$ cat config.mk
export PLATFORM = sky130hd
export DESIGN_NAME = pwm_dith_gen
export DESIGN_NICKNAME = d
export VERILOG_FILES = /design/src/rtl/pwm_dith_pkg.sv /design/src/rtl/pwm_dith_dither.sv /design/src/rtl/pwm_dith_mode.sv /design/src/rtl/pwm_dith_cycle.sv /design/src/rtl/pwm_dith_gen.sv
export SDC_FILE = /design/constraint.sdc
export NUM_CORES = 1
export LEC_CHECK = 0
export ABC_AREA = 1
export BUFFER_PORTS_ARGS = -buffer_cell sky130_fd_sc_hd__buf_4
export CORE_MARGIN = 10
export CORE_UTILIZATION = 64
export CTS_CLUSTER_SIZE = 16
export DETAILED_ROUTE_END_ITERATION = 16
export GPL_TIMING_DRIVEN = 0
export PLACE_DENSITY = 0.81
export SLEW_MARGIN = 20
export SYNTH_ARGS = -nofsm -noshare
export SYNTH_HDL_FRONTEND = slang
export SYNTH_HIERARCHICAL = 1
export SYNTH_SLANG_ARGS = --single-unit
$ cat constraint.sdc
create_clock -name clk -period 4 [get_ports clk]
set_clock_uncertainty 0.15 [all_clocks]
set_input_delay 0.2 -clock clk [delete_from_list [all_inputs] [get_ports clk]]
set_output_delay 0.2 -clock clk [all_outputs]
set_load 0.01 [all_outputs]
$ cat src/rtl/pwm_dith_pkg.sv
package pwm_dith_pkg;

    typedef enum logic [1:0] {
        MODE_NORM  = 2'd0,
        MODE_GREEN = 2'd1,
        MODE_BURST = 2'd2,
        MODE_OFF   = 2'd3
    } sw_mode_e;

    typedef struct packed {
        logic above_norm;
        logic below_green;
        logic burst_enter;
        logic burst_exit;
        logic off;
    } fb_flags_t;

    // on-time limit as a fraction NUM / 2**SHIFT of the period
    function automatic int duty_cap(input int per, input int num, input int shift);
        return (per * num) >>> shift;
    endfunction

    function automatic int pick_period(input sw_mode_e m, input int nom,
                                       input int offs, input int green);
        return (m == MODE_NORM) ? (nom + offs) : green;
    endfunction

endpackage

$ cat src/rtl/pwm_dith_dither.sv
module pwm_dith_dither #(
    parameter int DITH_SPAN = 92,
    parameter int DITH_STEP = 1,
    parameter int OFF_W     = $clog2(DITH_SPAN + 1) + 1
) (
    input  logic                    clk,
    input  logic                    rst,
    input  logic                    adv_i,
    output logic signed [OFF_W-1:0] offset_o
);
    localparam logic signed [OFF_W-1:0] STEP_S = OFF_W'(DITH_STEP);

    logic signed [OFF_W-1:0] off_q;
    logic                    up_q;

    always_ff @(posedge clk) begin
        if (rst) begin
            off_q <= '0;
            up_q  <= 1'b1;
        end else if (adv_i) begin
            if (up_q) begin
                if (int'(off_q) + DITH_STEP > DITH_SPAN) begin
                    up_q  <= 1'b0;
                    off_q <= off_q - STEP_S;
                end else begin
                    off_q <= off_q + STEP_S;
                end
            end else begin
                if (int'(off_q) - DITH_STEP < -DITH_SPAN) begin
                    up_q  <= 1'b1;
                    off_q <= off_q + STEP_S;
                end else begin
                    off_q <= off_q - STEP_S;
                end
            end
        end
    end

    assign offset_o = off_q;

    // the sweep never leaves its span
    p_dither_bound_r2: assert property (@(posedge clk) disable iff (rst)
        (int'(off_q) <= DITH_SPAN) && (int'(off_q) >= -DITH_SPAN));

endmodule

$ cat src/rtl/pwm_dith_mode.sv
module pwm_dith_mode
    import pwm_dith_pkg::*;
#(
    parameter int GROUP_PER    = 125000,
    parameter int GROUP_PULSES = 4,
    parameter int GRP_W        = $clog2(GROUP_PER),
    parameter int CR_W         = $clog2(GROUP_PULSES + 1)
) (
    input  logic      clk,
    input  logic      rst,
    input  fb_flags_t fb_i,
    input  logic      boundary_i,
    output sw_mode_e  mode_nxt_o,
    output logic      credit_ok_o
);
    localparam logic [GRP_W-1:0] GRP_LAST = GRP_W'(GROUP_PER - 1);
    localparam logic [CR_W-1:0]  CR_FULL  = CR_W'(GROUP_PULSES);

    logic             grn_q;
    logic             bst_q;
    logic [GRP_W-1:0] grp_cnt;
    logic [CR_W-1:0]  credits;
    logic             grp_wrap;
    logic             consume;

    // hysteresis bands for green and burst selection
    always_ff @(posedge clk) begin
        if (rst) begin
            grn_q <= 1'b0;
            bst_q <= 1'b0;
        end else begin
            if (fb_i.above_norm)       grn_q <= 1'b0;
            else if (fb_i.below_green) grn_q <= 1'b1;
            if (fb_i.burst_enter)      bst_q <= 1'b1;
            else if (fb_i.burst_exit)  bst_q <= 1'b0;
        end
    end

    always_comb begin
        if (fb_i.off)   mode_nxt_o = MODE_OFF;
        else if (bst_q) mode_nxt_o = MODE_BURST;
        else if (grn_q) mode_nxt_o = MODE_GREEN;
        else            mode_nxt_o = MODE_NORM;
    end

    assign grp_wrap    = (grp_cnt == GRP_LAST);
    assign credit_ok_o = (credits != '0);
    assign consume     = boundary_i && (mode_nxt_o == MODE_BURST) && credit_ok_o;

    // group timer and pulse credits for burst grouping
    always_ff @(posedge clk) begin
        if (rst) begin
            grp_cnt <= '0;
            credits <= CR_FULL;
        end else begin
            grp_cnt <= grp_wrap ? '0 : grp_cnt + GRP_W'(1);
            if (grp_wrap)
                credits <= CR_FULL - CR_W'(consume);
            else if (consume)
                credits <= credits - CR_W'(1);
        end
    end

    // credits never exceed one group's grant
    p_credit_bound_r6: assert property (@(posedge clk) disable iff (rst)
        credits <= CR_FULL);

    // green is entered only on the below-green flag
    p_green_entry_r5: assert property (@(posedge clk) disable iff (rst)
        $rose(grn_q) |-> $past(fb_i.below_green));

    // burst is left only on the exit flag
    p_burst_exit_r7: assert property (@(posedge clk) disable iff (rst)
        $fell(bst_q) |-> $past(fb_i.burst_exit));

endmodule

$ cat src/rtl/pwm_dith_cycle.sv
module pwm_dith_cycle #(
    parameter int PER_W    = 12,
    parameter int LEB_CLKS = 25
) (
    input  logic             clk,
    input  logic             rst,
    input  logic [PER_W-1:0] per_nxt_i,
    input  logic [PER_W-1:0] cap_nxt_i,
    input  logic             start_ok_i,
    input  logic             cs_trip_i,
    input  logic             off_i,
    output logic             boundary_o,
    output logic             gate_o
);
    localparam logic [PER_W-1:0] LEB_C = PER_W'(LEB_CLKS);
    localparam logic [PER_W-1:0] ONE   = PER_W'(1);

    logic [PER_W-1:0] cnt;
    logic [PER_W-1:0] per_q;
    logic [PER_W-1:0] cap_q;
    logic             gate_q;
    logic             boot_q;
    logic             end_pulse;

    assign boundary_o = boot_q || (cnt == per_q - ONE);
    assign end_pulse  = off_i || (cnt == cap_q - ONE) ||
                        (cs_trip_i && (cnt >= LEB_C));

    always_ff @(posedge clk) begin
        if (rst) begin
            cnt    <= '0;
            per_q  <= '0;
            cap_q  <= '0;
            gate_q <= 1'b0;
            boot_q <= 1'b1;
        end else if (boundary_o) begin
            boot_q <= 1'b0;
            cnt    <= '0;
            per_q  <= per_nxt_i;
            cap_q  <= cap_nxt_i;
            gate_q <= start_ok_i;
        end else begin
            cnt <= cnt + ONE;
            if (gate_q && end_pulse)
                gate_q <= 1'b0;
        end
    end

    assign gate_o = gate_q && !off_i;

    // the gate is never high at or past the duty limit
    p_duty_cap_r3: assert property (@(posedge clk) disable iff (rst)
        gate_q |-> (cnt < cap_q));

    // inside the blanking window only the cap or off can end a pulse
    p_blank_r4: assert property (@(posedge clk) disable iff (rst)
        (gate_q && !off_i && !boundary_o && (cnt < LEB_C) && (cnt + ONE < cap_q))
        |=> gate_q);

    // a pulse only begins at count zero, once per cycle
    p_start_boundary_r9: assert property (@(posedge clk) disable iff (rst)
        $rose(gate_q) |-> (cnt == '0));

    // off mid-cycle leaves the gate low for the rest of the cycle
    p_off_hold_r8: assert property (@(posedge clk) disable iff (rst)
        (off_i && !boundary_o) |=> !gate_q);

endmodule

$ cat src/rtl/pwm_dith_gen.sv
module pwm_dith_gen
    import pwm_dith_pkg::*;
#(
    parameter int NOM_PER      = 1538,
    parameter int DITH_SPAN    = 92,
    parameter int DITH_STEP    = 1,
    parameter int GREEN_PER    = 4000,
    parameter int LEB_CLKS     = 25,
    parameter int DUTY_NUM     = 3,
    parameter int DUTY_SHIFT   = 2,
    parameter int GROUP_PER    = 125000,
    parameter int GROUP_PULSES = 4
) (
    input  logic clk,
    input  logic rst,
    input  logic fb_above_norm_i,
    input  logic fb_below_green_i,
    input  logic fb_burst_enter_i,
    input  logic fb_burst_exit_i,
    input  logic fb_off_i,
    input  logic cs_trip_i,
    output logic gate_o
);
    localparam int PER_W = $clog2(NOM_PER + DITH_SPAN + GREEN_PER + 1);
    localparam int OFF_W = $clog2(DITH_SPAN + 1) + 1;
    localparam int PER_MIN = (NOM_PER - DITH_SPAN < GREEN_PER) ? NOM_PER - DITH_SPAN : GREEN_PER;
    localparam int PER_MAX = (NOM_PER + DITH_SPAN > GREEN_PER) ? NOM_PER + DITH_SPAN : GREEN_PER;

    fb_flags_t               fb;
    sw_mode_e                mode_nxt;
    logic                    credit_ok;
    logic                    boundary;
    logic                    start_ok;
    logic                    dith_adv;
    logic signed [OFF_W-1:0] offset;
    int                      per_int;
    logic [PER_W-1:0]        per_nxt;
    logic [PER_W-1:0]        cap_nxt;

    assign fb = '{above_norm:  fb_above_norm_i,
                  below_green: fb_below_green_i,
                  burst_enter: fb_burst_enter_i,
                  burst_exit:  fb_burst_exit_i,
                  off:         fb_off_i};

    pwm_dith_mode #(
        .GROUP_PER   (GROUP_PER),
        .GROUP_PULSES(GROUP_PULSES)
    ) u_mode (
        .clk        (clk),
        .rst        (rst),
        .fb_i       (fb),
        .boundary_i (boundary),
        .mode_nxt_o (mode_nxt),
        .credit_ok_o(credit_ok)
    );

    assign dith_adv = boundary && (mode_nxt == MODE_NORM);

    pwm_dith_dither #(
        .DITH_SPAN(DITH_SPAN),
        .DITH_STEP(DITH_STEP),
        .OFF_W    (OFF_W)
    ) u_dither (
        .clk     (clk),
        .rst     (rst),
        .adv_i   (dith_adv),
        .offset_o(offset)
    );

    assign per_int  = pick_period(mode_nxt, NOM_PER, int'(offset), GREEN_PER);
    assign per_nxt  = PER_W'(per_int);
    assign cap_nxt  = PER_W'(duty_cap(per_int, DUTY_NUM, DUTY_SHIFT));
    assign start_ok = (mode_nxt != MODE_OFF) &&
                      ((mode_nxt != MODE_BURST) || credit_ok);

    pwm_dith_cycle #(
        .PER_W   (PER_W),
        .LEB_CLKS(LEB_CLKS)
    ) u_cycle (
        .clk       (clk),
        .rst       (rst),
        .per_nxt_i (per_nxt),
        .cap_nxt_i (cap_nxt),
        .start_ok_i(start_ok),
        .cs_trip_i (cs_trip_i),
        .off_i     (fb_off_i),
        .boundary_o(boundary),
        .gate_o    (gate_o)
    );

    // every latched period lies inside the legal range
    p_period_range_r1: assert property (@(posedge clk) disable iff (rst)
        boundary |-> ((per_int >= PER_MIN) && (per_int <= PER_MAX)));

endmodule

* After elaboration in Yosys (flattened, before gate mapping)
Index checks and enable logic that the tools add are counted.
Operators by class: $add $sub $neg 11, muxes and demuxes 16, eq/ne operators 6, magnitude comparators 3, multiply operators 1, reductions and logical operators 20
Operators by type and width (number):
- greater-than comparator 32 x 8 -> 1 bit (second input constant) | 1
- less-than comparator 32 x 8 -> 1 bit (second input constant) | 1
- multiplier 32 x 3 -> 15 bit (second input constant) | 1
- 2-to-1 mux 32 bit | 1
- == test 13 bit | 2
- subtractor 13 x 1 -> 13 bit (second input constant) | 2
- 2-to-1 mux 8 bit | 3
- adder 17 x 1 -> 17 bit (second input constant) | 1
- == test 17 bit (second input constant) | 1
- adder 12 x 8 -> 13 bit (first input constant) | 1
- adder 13 x 1 -> 13 bit (second input constant) | 1
- greater-or-equal comparator 13 x 5 -> 1 bit (second input constant) | 1
- adder 8 x 2 -> 9 bit (second input constant) | 1
- subtractor 8 x 2 -> 9 bit (second input constant) | 1
- adder 8 x 2 -> 8 bit (second input constant) | 1
- 2-to-1 mux 1 bit | 8
- subtractor 8 x 2 -> 8 bit (second input constant) | 1
- logical AND 1 bit | 7
- 2-to-1 mux 3 bit | 2
- nonzero test 2 bit | 3
- OR reduction 2 bit | 3
- logical OR 1 bit | 4
- 2-to-1 mux 2 bit | 2
- != test 2 bit (second input constant) | 2
- other kinds (6) | 6
Storage, ports and cells: register bits after elaboration 72, word-level logic and storage cells 68, output and inout bits 1, input port bits 8

* Logic depth before layout (Yosys ltp)
depth after elaboration 8, gate-level depth with buffers 20

* Hierarchy
The synthesis kept the hierarchy.
By module, submodules not included:
- pwm_dith_cycle | seq. area each 820.8 sq um, instances 1, cells each 452, area an instance 2760.1 sq um
- pwm_dith_mode | seq. area each 440.4 sq um, instances 1, cells each 167, area an instance 1236.2 sq um
- pwm_dith_dither | seq. area each 180.2 sq um, instances 1, cells each 150, area an instance 928.4 sq um
- pwm_dith_gen | seq. area each 0.0 sq um, instances 1, cells each 116, area an instance 701.9 sq um

* Worst setup path after synthesis
No wires, ideal clock.
path kind reg2reg, start point reg u_dither.off_q[1], in the netlist u_dither/offset_o[1], end point reg u_cycle.cap_q[8], buffers on the path 0, slack 1.083 ns, cell stages (with the launch flop) 17, arrival time 2.651 ns, library setup time 0.115 ns, path through dfxtp_1 -> ha_1 -> nand2_1 -> nor2_1 -> nand2_1 -> nand2_1 -> nand2_1 -> inv_1 -> o21ai_0 -> ha_1 -> ha_1 -> a21o_1 -> a21oi_1 -> nand2_1 -> xor2_1 -> a21oi_1 -> nor2_1
RTL lines:
- from (decl) | line pwm_dith_dither.sv:13 | logic signed [OFF_W-1:0] off_q;
- from (signal assigned) | line pwm_dith_dither.sv:24 | off_q <= off_q - STEP_S;
- from (signal assigned) | line pwm_dith_dither.sv:26 | off_q <= off_q + STEP_S;
- from (signal assigned) | line pwm_dith_dither.sv:31 | off_q <= off_q + STEP_S;
- to (signal assigned) | line pwm_dith_cycle.sv:40 | cap_q <= cap_nxt_i;
- to (decl) | line pwm_dith_cycle.sv:20 | logic [PER_W-1:0] cap_q;

==> impl_metrics.toml <==
[cts]
cts.repair.resized = 0
cts_root_buf = "clkbuf_8"
cts_sinks = 72
htree_levels = 3
cts.hold.buffers_added = 6
cts_buffers = 9
clk_latency_ns = 0.35
clk_pin_slew_worst_paths_ns = 0.09
post_cts_buffers = 0
clock_path_buffers = 2
cts_tree = "yes"

[power]
finalPower_mw = 1.723
power.density_nw_per_um2 = 283.8
vdd_drop_max_uv = 170.4
p_leak_nw = 2.958

[synth]
synth_top_family_by_area = "simple AND/OR/NAND/NOR gates"
synth_seq_cells = 72
synth_top_area_share_pct = 25.62
synth.avg_cell_area_um2 = 6.358
synthAdderAreaFrac_pct = 6.805
ys_seq_area_share_pct = 25.62
ys_types = 46
synthSimpleGateAreaFrac_pct = 43.05
yosysWarnings = 6
netlist_instances = 885
synth-compound-area-share_pct = 7.272
netlist_area_um2 = 5627
synth_area_leaders = "dfxtp_1, nand2_1, nand3_1"
muxShareOfSynthArea_pct = 0
yosys.area.top_type = "dfxtp_1"
synth_xor_area_share_pct = 6.048

[floorplanning]
num_rows = 34
die_w_um = 113.8
initial_utilization_pct = 65.16
die-area_um2 = 12940
core_um2 = 8636
ios = 9
die_y_um = 113.8

[hold_path]
hold_path.class = "in -> reg"
hold_path_depth = 6

[global_routing]
grt_util_met1_pct = 26.37
grt_pass1_vias = 5124
globalRouteMet2Util_pct = 33.94
antenna_found_initial = 0
use_met3_pct = 4.567
grt_util_all_layers_pct = 20.60
busiest_layer = "met2"
grt_max_degree = 16
grt_pass1_wl_mm = 22.56
overflow = 0

[drt]
wl_per_cell_um = 12.78
viasPerCell = 5.365
num_vias = 5494
ant_nets = 0
first_pass_iters = 6
drt_iter0_markers = 385
wl_mm = 13.08
drc_errors = 0

[worst_setup_path]
crit_path_end_kind = "flip-flop"
worstPathRequired_ns = 4.09
crit_cells = 16
slowest_stage = "dfxtp_1"
cp-start-kind = "flip-flop"
cpMostUsedCell = "nand2_1"
cp_top_family = "adder cells"
ff2ff_path_depth = 16
critPathBufInv = 1
cp_slowest_stage_delay_ns = 0.60
crit_chain = "ha_1 > nand2_1 > nor2_1 > nand2_1 > nand2_1 > nand2_1 > inv_1 > o21ai_0 > ha_1 > ha_1 > a21o_1 > a21oi_1 > nand2_1 > xor2_1 > a21oi_1 > nor2_1"
cp_max_fo = 11
path_class = "reg -> reg"
arrival_ns = 3.57

[timing]
grt_setup_unrepaired = "no"
relSlewSlack_pct = 63.10
slew_viol_final = 0
max_freq_mhz = 287.4
worst_pin_slew_ns = 0.5477
period_minus_slack_ns = 3.479
finalHoldViolCount = 0
final.period_utilization_pct = 86.98
setup_viol = 0
finalSetupTns_ns = 0

[layout]
layout.nets = 949
syn2layout_area_growth_pct = 7.894
drive_above_1_share_pct = 12.12
antenna_cells = 0

[place]
dp_hpwl_mm = 10.19
portBuffers = 8
routabilityCongestion = 0.9177

[run_status]
status = "complete, no violations"

[flow_run]
cap_violations = 0
-- layout make-up --
class	count	area, um^2
Timing Repair Buffer	14	120.1
Multi-Input combinational cell	666	3566
Clock buffer	9	123.9
Tap cell	108	135.1
Buffer	27	167.7
Clock inverter	7	61.31
Fill cell	768	2565
Sequential cell	72	1441
Inverter	121	455.4
-- stage by stage --
stage	hold WS (ns)	worst slack [ns]	cell area (um^2)	cells	util [%]
final	0.1404	0.5209	6071	1024	70.30
after floorplan	0.1191	1.084	5630	886	-
after detailed placement	0.2211	0.5557	5826	1002	67.46
after CTS	0.1309	0.5252	6071	1024	70.30
after global placement	0.2152	0.6176	5826	1002	67.46
after global routing	0.1910	0.2078	6071	1024	70.30
-- synth_stat cells (all sizes together) --
master,n
fa,1
nand3b,7
conb,2
clkbuf,6
a21oi,55
and2,2
nor2,133
a31oi,2
a21o,1
dfxtp,72
o21ai,19
nand3,93
xor2,23
nand4,13
nor4,3
buf,21
nor3b,2
clkinv,1
ha,29
nand2,244
xnor2,15
nor3,17
inv,120
o211ai,1
or2,3
-- sequential cells by signal, summed over array words and instances, names as in the netlist, 3 cells and up --
name / count
u_dither/offset_o: 8
u_cycle/per_q: 13
u_cycle/cap_q: 13
u_mode/grp_cnt: 17
u_cycle/cnt: 13
u_mode/credits: 3
-- power by group --
| group | internal [mW] | switching, mW |
|---|---|---|
| sequential | 0.748 | 0.0321 |
| clock | 0.236 | 0.317 |
| combinational | 0.145 | 0.246 |
-- per-layer routing --
metal  wire length (um)  up-vias
met2               5978      117
met3                804       17
li1                   -     2841
met1               6115     2519
met4                184        0
met5                  0        -
-- cell families after synthesis --
kind of cell / Yosys count
AOI/OAI and AO/OA: 78
xor gates and xnor gates: 38
and+or+nand+nor: 517
adders and majority gates: 30
DFF: 72
buffers and inverters: 148
other: 2
-- worst paths after layout --
check / start / to / slack (ns)
min reg2reg: u_mode/grp_cnt[16] / u_mode/grp_cnt[16] / 0.33
max: u_dither/offset_o[1] / u_cycle/cap_q[8] / 0.52
min: cs_trip_i / u_cycle/gate_q / 0.14
max reg2reg: u_dither/offset_o[1] / u_cycle/cap_q[8] / 0.52
-- cells in the final DEF (no fill, tap or decap), types with 5 or more instances in the layout --
cell	netlist	routed
buf_1	5	5
inv_1	106	106
nand3b_1	7	7
nor2_2	17	17
nand4_1	13	13
dfxtp_1	72	72
o21ai_0	12	12
ha_1	29	29
a21oi_1	52	52
xor2_1	22	22
clkbuf_8	0	9
buf_2	9	9
buf_4	2	10
nand2_2	5	5
o21ai_1	7	7
dlygate4sd3_1	0	6
xnor2_1	15	15
inv_2	14	14
nor3_1	14	14
nand3_1	83	83
nor2_1	110	110
nand2_1	234	234
nand3_2	7	7
nor2_4	6	6
-- worst register-to-register path: cells and delay by family, from the launching register on --
family	cells	cell delay, ns
AO/OA/AOI/OAI	4	0.71
XOR/XNOR	1	0.15
adder cells (fa/ha/maj)	3	1.01
buffers and inverters	1	0.10
flip-flops	1	0.60
AND/OR/NAND/NOR	7	0.67
Note: power is estimated with default switching activity, not from simulation.
